<file path="src/rtl/hdlc_ctrl_pkg.sv">
package hdlc_ctrl_pkg;
  // bit positions in the control word
  localparam int BitTxRst    = 0;
  localparam int BitRxRst    = 1;
  localparam int BitDmaTxRst = 2;
  localparam int BitDmaRxRst = 3;
  localparam int BitTxEn     = 4;
  localparam int BitRxEn     = 5;
  localparam int BitDmaTxEn  = 6;
  localparam int NumRstBits  = 4;
  localparam int CtrlBits    = 7;
  // bit position in the status word
  localparam int BitAbort    = 0;

  typedef struct packed {
    logic wrCtrl;
    logic wrStat;
    logic rdCtrl;
    logic rdStat;
    logic dmaTxKill;
    logic abortSet;
  } ctrlStrb_t;
endpackage

</file>
<file path="src/rtl/hdlc_ctrl_ctl.sv">
module hdlc_ctrl_ctl
  import hdlc_ctrl_pkg::*;
#(
  parameter int ADDR_W = 8,
  parameter logic [ADDR_W-1:0] CTRL_OFS = '0,
  parameter logic [ADDR_W-1:0] STAT_OFS = ADDR_W'(4)
) (
  input  logic              clk,
  input  logic              rstN,
  input  logic [ADDR_W-1:0] addr,
  input  logic              wrEn,
  input  logic              dmaTxEn,
  input  logic              txUnderrun,
  input  logic              ctsLine,
  input  logic              nullNextDesc,
  input  logic              descOwnedByDma,
  input  logic              stopOnSkip,
  output ctrlStrb_t         strb,
  output logic              abortReq,
  output logic              ctsForced
);
  logic ctsHold;
  logic hitCtrl, hitStat, skipStop;

  assign hitCtrl  = (addr == CTRL_OFS);
  assign hitStat  = (addr == STAT_OFS);
  assign skipStop = stopOnSkip & ~descOwnedByDma;

  always_comb begin
    strb.wrCtrl    = wrEn & hitCtrl;
    strb.wrStat    = wrEn & hitStat;
    strb.rdCtrl    = hitCtrl;
    strb.rdStat    = hitStat;
    strb.dmaTxKill = txUnderrun | ctsLine | nullNextDesc | skipStop;
    strb.abortSet  = dmaTxEn & (txUnderrun | ctsLine);
  end

  // hold is armed by a clear-to-send loss during DMA transmit, drops with CTS
  always_ff @(posedge clk) begin
    if (!rstN) begin
      ctsHold  <= 1'b0;
      abortReq <= 1'b0;
    end else begin
      ctsHold  <= ctsLine & (ctsHold | dmaTxEn);
      abortReq <= dmaTxEn & txUnderrun;
    end
  end

  assign ctsForced = ctsHold & ctsLine;
endmodule

</file>
<file path="src/rtl/hdlc_ctrl_dp.sv">
module hdlc_ctrl_dp
  import hdlc_ctrl_pkg::*;
#(
  parameter int DATA_W = 32
) (
  input  logic                  clk,
  input  logic                  rstN,
  input  ctrlStrb_t             strb,
  input  logic [CtrlBits-1:0]   wrBits,
  output logic [DATA_W-1:0]     rdData,
  output logic [NumRstBits-1:0] rstPulse,
  output logic                  txEn,
  output logic                  rxEn,
  output logic                  dmaTxEn,
  output logic                  abortFlag
);
  always_ff @(posedge clk) begin
    if (!rstN) begin
      rstPulse  <= '0;
      txEn      <= 1'b0;
      rxEn      <= 1'b0;
      dmaTxEn   <= 1'b0;
      abortFlag <= 1'b0;
    end else begin
      rstPulse <= strb.wrCtrl ? wrBits[NumRstBits-1:0] : '0;
      if (strb.wrCtrl) begin
        txEn <= wrBits[BitTxEn];
        rxEn <= wrBits[BitRxEn];
      end
      // hardware clear takes priority over a software set
      if (strb.dmaTxKill)   dmaTxEn <= 1'b0;
      else if (strb.wrCtrl) dmaTxEn <= wrBits[BitDmaTxEn];
      // set takes priority over write-one-to-clear
      abortFlag <= strb.abortSet |
                   (abortFlag & ~(strb.wrStat & wrBits[BitAbort]));
    end
  end

  always_comb begin
    rdData = '0;
    if (strb.rdCtrl) begin
      rdData[BitTxEn]    = txEn;
      rdData[BitRxEn]    = rxEn;
      rdData[BitDmaTxEn] = dmaTxEn;
    end else if (strb.rdStat) begin
      rdData[BitAbort] = abortFlag;
    end
  end
endmodule

</file>
<file path="src/rtl/hdlc_chan_ctrl.sv">
module hdlc_chan_ctrl
  import hdlc_ctrl_pkg::*;
#(
  parameter int ADDR_W = 8,
  parameter int DATA_W = 32,
  parameter logic [ADDR_W-1:0] CTRL_OFS = '0,
  parameter logic [ADDR_W-1:0] STAT_OFS = ADDR_W'(4)
) (
  input  logic              clk,
  input  logic              rstN,
  input  logic [ADDR_W-1:0] addr,
  input  logic              wrEn,
  input  logic [DATA_W-1:0] wrData,
  output logic [DATA_W-1:0] rdData,
  input  logic              txUnderrun,
  input  logic              ctsLine,
  input  logic              nullNextDesc,
  input  logic              descOwnedByDma,
  input  logic              stopOnSkip,
  input  logic              txFifoAvail,
  input  logic              txLoadReq,
  input  logic              txDataPending,
  input  logic              txSerial,
  output logic              txRst,
  output logic              rxRst,
  output logic              dmaTxRst,
  output logic              dmaRxRst,
  output logic              txEnOut,
  output logic              rxEnOut,
  output logic              dmaTxEnOut,
  output logic              txFifoIrq,
  output logic              txLoadOk,
  output logic              txIdle,
  output logic              txLine,
  output logic              abortReq,
  output logic              abortFlag
);
  ctrlStrb_t             strb;
  logic [NumRstBits-1:0] rstPulse;
  logic                  ctsForced;

  hdlc_ctrl_ctl #(.ADDR_W(ADDR_W), .CTRL_OFS(CTRL_OFS), .STAT_OFS(STAT_OFS)) ctl_i (
    .clk(clk), .rstN(rstN), .addr(addr), .wrEn(wrEn), .dmaTxEn(dmaTxEnOut),
    .txUnderrun(txUnderrun), .ctsLine(ctsLine), .nullNextDesc(nullNextDesc),
    .descOwnedByDma(descOwnedByDma), .stopOnSkip(stopOnSkip),
    .strb(strb), .abortReq(abortReq), .ctsForced(ctsForced)
  );

  hdlc_ctrl_dp #(.DATA_W(DATA_W)) dp_i (
    .clk(clk), .rstN(rstN), .strb(strb), .wrBits(wrData[CtrlBits-1:0]),
    .rdData(rdData), .rstPulse(rstPulse), .txEn(txEnOut), .rxEn(rxEnOut),
    .dmaTxEn(dmaTxEnOut), .abortFlag(abortFlag)
  );

  assign txRst     = rstPulse[BitTxRst];
  assign rxRst     = rstPulse[BitRxRst];
  assign dmaTxRst  = rstPulse[BitDmaTxRst];
  assign dmaRxRst  = rstPulse[BitDmaRxRst];
  assign txFifoIrq = txFifoAvail & ~dmaTxEnOut;
  assign txLoadOk  = txEnOut & txLoadReq;
  assign txIdle    = txEnOut & ~txDataPending & ~ctsForced;
  assign txLine    = ~txEnOut | ctsForced | txSerial;
endmodule

</file>
<file path="config.mk">
export PLATFORM = sky130hd
export DESIGN_NAME = hdlc_chan_ctrl
export DESIGN_NICKNAME = d
export VERILOG_FILES = /design/src/rtl/hdlc_ctrl_pkg.sv /design/src/rtl/hdlc_ctrl_ctl.sv /design/src/rtl/hdlc_ctrl_dp.sv /design/src/rtl/hdlc_chan_ctrl.sv
export SDC_FILE = /design/constraint.sdc
export NUM_CORES = 1
export LEC_CHECK = 0
export BUFFER_PORTS_ARGS = -buffer_cell sky130_fd_sc_hd__buf_4
export CAP_MARGIN = 10
export CORE_ASPECT_RATIO = 1.1
export CORE_MARGIN = 2
export CORE_UTILIZATION = 32
export DETAILED_ROUTE_END_ITERATION = 8
export PLACE_DENSITY = 0.85
export SETUP_SLACK_MARGIN = 0.4
export SLEW_MARGIN = 20
export SYNTH_ARGS = -nofsm -noshare
export SYNTH_HDL_FRONTEND = slang
export SYNTH_SLANG_ARGS = --single-unit
</file>
<file path="constraint.sdc">
create_clock -name clk -period 3.21 [get_ports clk]
set_input_delay 0.321 -clock clk [delete_from_list [all_inputs] [get_ports clk]]
set_output_delay 0.321 -clock clk [all_outputs]
set_load 0.02 [all_outputs]
</file>
==> flow_results.org <==
** Setup path
- Tracing the worst setup path back leads to its startpoint at addr[5].
- Capturing element type of the critical path :: primary output
- For the worst setup path, the data arrival time is 1.50 ns.
- Launching element type of the critical path :: input pin
- The worst setup path is of the in -> out kind.
- Required time of the worst setup path :: 2.89 ns
- Reg2Reg Launch Point :: dp_i.dmaTxEn
- Of all nets on the critical path, the largest fanout is 5.

** Status
- Run status :: finished, final reports clean

** Finish
- Fraction of layout cells with a size suffix above 1 :: 41.6%
- Number of diodes :: 0
- At the end of the flow, the number of nets in the layout was 178.
- The layout has 229 filler cells.
- Synthesis-to-finish area growth :: 41.4%

** Clocking
- In this run the deepest clock path goes through 2 buffers.
- Master cell of the clock root buffer :: sky130_fd_sc_hd__clkbuf_4
- Post-CTS setup repair buffer count :: 0
- Count of cells resized by post-cts repair :: 0
- Clock tree sinks :: 10
- Clock-pin slew was measured on the worst setup and hold paths at 0.06 ns.
- The later pin in the worst-skew pair is clocked with a latency of 0.26 ns.
- In this run the number of H-tree levels came out at 1.
- Total CTS buffers :: 3
- TritonCTS clock tree :: built
- The number of hold buffers added after CTS was 0.

** Synthesis
- The cell count after synthesis came out at 80.
- Sequential elements use 29.4% of the synthesized area.
- During synthesis, Yosys emitted a total of 0 warnings.
- The synthesized netlist occupies a cell area of 681 sq um.
- Mean area per synthesized cell :: 8.51 sq um
- After synthesis the netlist holds a flip-flop and latch count of 10.
- In this run, distinct cell masters in the synthesized netlist total 24.

** Global route
- Total grt overflow :: 0
- For this run, the total global-route usage over all layers was measured as 12.0%.
- The number of global-route vias before repair was 514.
- First-pass GRT wire length :: 2080 um
- Entering global routing, the biggest net connects 10 pins.
- Number of antenna violations at the first check in global routing :: 0

** Floorplan
- Vert. Die Dim :: 52.4 um
- In this run the horizontal extent of the chip is 48.0 um.
- The floorplan step defined a die boundary enclosing 2510 sq um.
- Row generation in the floorplan step produced 17 rows.
- Initial Utilization :: 34.0%
- 97 I/O pins were placed.
- The total area inside the core boundary comes to 2000 sq um.

** Job
- Reported max-cap violation count :: 0

** Timing
- Adding up every negative setup slack in the final design gives 0 ns.
- Setup violations remaining at the end of the flow were counted as 0.
- Setup repair after global routing left no endpoint under its margin.
- Final Cycle Share :: 56.6%
- The number of max-slew violations in the final report is 0.
- Based on the critical path, the design can be clocked at up to 550 MHz.
- Final Hold Viols :: 0
- Counting I/O delays and the setup requirement, the final critical path takes 1.82 ns.
- Final Skew :: 0.000407 ns

** Hold path
- In this run the most critical hold path is launched from wrData[3].
- The tightest min-delay check is of the in -> reg type.

** Detailed routing
- Total detailed-routing wirelength :: 1450 um
- Number of nets with antenna violations after detailed routing :: 0
- Detailed-route via count :: 593
- Wire length per cell :: 9.46 um
- For this block, the initial DRC count from the detailed router was 4.
- First drt pass iteration count :: 2
- After detailed routing, the number of remaining DRC violations is 0.
- Post-DR vias/cell :: 3.88

** Power and ir drop
- Sequential cells burn 41.5% of the power.
- Leakage power figure :: 0.504 nW
- Of the total power, combinational logic draws 21.6%.
- Switching portion of total power :: 27.4%
- Clock share of power :: 36.9%
- Power consumption :: 0.299 mW
- Cell internal power was estimated by the tool at 0.217 mW.
- Worst vdd ir :: 0.000338 V
- In this run the power density over the cells is 311 nW/um^2.
- In this run the power spent charging and discharging nets is 0.0820 mW.

** Placement
- In this run the tool buffered the top-level ports with 43 buffer cells.
- Placer Congestion :: 0.645
- DP Wirelength :: 1280 um
-- critical path, stage by stage --
cell                     delay (ns)
sky130_fd_sc_hd__buf_4         0.11
sky130_fd_sc_hd__or4_4         0.57
sky130_fd_sc_hd__nor2_1        0.21
sky130_fd_sc_hd__and2_1        0.15
sky130_fd_sc_hd__buf_4         0.13
-- cell families (layout without fill, tap and decap cells) --
group | Yosys count | in the layout | synth area share (%)
compound gates | 4 | 4 | 4.41
mux | 3 | 3 | 4.41
simple gates | 31 | 31 | 28.7
flops | 10 | 10 | 29.4
other cells | 1 | 28 | 0.551
buf+inv | 31 | 49 | 32.5
-- layout by cell type, fill, tap and decap left out, types with 2 or more instances in the layout --
cell type	netlist	final
sky130_fd_sc_hd__buf_4	28	43
sky130_fd_sc_hd__conb_1	1	28
sky130_fd_sc_hd__dfxtp_1	10	10
sky130_fd_sc_hd__and2_1	8	8
sky130_fd_sc_hd__nand2_1	8	8
sky130_fd_sc_hd__mux2i_1	3	3
sky130_fd_sc_hd__clkbuf_4	0	3
sky130_fd_sc_hd__or4_4	2	2
sky130_fd_sc_hd__nor2_1	2	2
sky130_fd_sc_hd__inv_1	2	2
sky130_fd_sc_hd__nand3_1	2	2
-- power groups by stage --
| stage | Combinational [mW] | Clock, mW | Sequential, mW |
|---|---|---|---|
| 3_3_place_gp | 0.0629 | 0 | 0.127 |
| 4_1_cts | 0.0641 | 0.114 | 0.124 |
| 3_5_place_dp | 0.0640 | 0 | 0.127 |
| 6_report | 0.0644 | 0.110 | 0.124 |
| 2_1_floorplan | 0.0628 | 0 | 0.127 |
| 5_1_grt | 0.0699 | 0.120 | 0.124 |
-- state kept, by name (all words and copies together), names as in the netlist --
name            flops
dp_i.txEn           1
dp_i.abortFlag      1
dp_i.dmaTxEn        1
dp_i.rstPulse       4
dp_i.rxEn           1
ctl_i.ctsHold       1
ctl_i.abortReq      1
-- synth_stat cells --
cell type | count | area (sq um)
sky130_fd_sc_hd__o31ai_1 | 1 | 7.51
sky130_fd_sc_hd__dfxtp_1 | 10 | 200
sky130_fd_sc_hd__nand2_1 | 8 | 30.0
sky130_fd_sc_hd__and3_1 | 1 | 6.26
sky130_fd_sc_hd__and2_1 | 8 | 50.1
sky130_fd_sc_hd__or4_4 | 2 | 22.5
sky130_fd_sc_hd__o211a_1 | 1 | 10.0
sky130_fd_sc_hd__nand2b_1 | 1 | 6.26
sky130_fd_sc_hd__buf_4 | 28 | 210
sky130_fd_sc_hd__nor3_1 | 1 | 5.00
sky130_fd_sc_hd__a21boi_0 | 1 | 7.51
sky130_fd_sc_hd__o21ai_0 | 1 | 5.00
sky130_fd_sc_hd__clkbuf_1 | 1 | 3.75
sky130_fd_sc_hd__nor2b_1 | 1 | 6.26
sky130_fd_sc_hd__or2_2 | 1 | 6.26
sky130_fd_sc_hd__nor3_4 | 1 | 16.3
sky130_fd_sc_hd__nor4b_1 | 1 | 8.76
sky130_fd_sc_hd__conb_1 | 1 | 3.75
sky130_fd_sc_hd__nor3_2 | 1 | 10.0
sky130_fd_sc_hd__or4b_1 | 1 | 10.0
sky130_fd_sc_hd__nor2_1 | 2 | 7.51
sky130_fd_sc_hd__inv_1 | 2 | 7.51
sky130_fd_sc_hd__mux2i_1 | 3 | 30.0
sky130_fd_sc_hd__nand3_1 | 2 | 10.0
-- layout make-up --
class	count	area, sq um	share of cell area, %
clock buffers	4	36.3	3.77
well taps	28	35.0	3.64
flip-flops and latches	10	200	20.8
repair buffers	43	323	33.6
multi-input cells	66	360	37.5
inverters	2	7.51	0.780
-- metal layers --
| layer | share of wire, % | wire length [um] | global-route usage, % | up-vias |
|---|---|---|---|---|
| met5 | 0 | 0 | 0 | - |
| met4 | 0 | 0 | 2.70 | 0 |
| met3 | 11 | 166 | 7.24 | 0 |
| met2 | 57 | 819 | 22.4 | 36 |
| met1 | 32 | 461 | 10.2 | 263 |
| li1 | - | - | - | 294 |
-- path summary, 6_finish.rpt --
check	slack, ns	depth (start not counted)	end
max reg2reg	2.42	2	dp_i.abortFlag
min	0.26	2	dp_i.rstPulse[3]
max	1.39	5	rdData[4]
min reg2reg	0.48	2	dp_i.rxEn
-- through the flow --
| stage | utilization (%) | cell area (sq um) | hold slack, ns | instances | setup slack [ns] |
|---|---|---|---|---|---|
| 2_1_floorplan | - | 782 | 0.443 | 107 | 1.48 |
| 3_3_place_gp | 46.3 | 926 | 0.460 | 149 | 1.37 |
| 3_5_place_dp | 46.3 | 926 | 0.476 | 149 | 1.37 |
| 4_1_cts | 48.1 | 962 | 0.260 | 153 | 1.37 |
| 5_1_grt | 48.1 | 962 | 0.263 | 153 | 1.27 |
| 6_report | 48.1 | 962 | 0.262 | 153 | 1.39 |
Power figures use the tool's default switching activity.
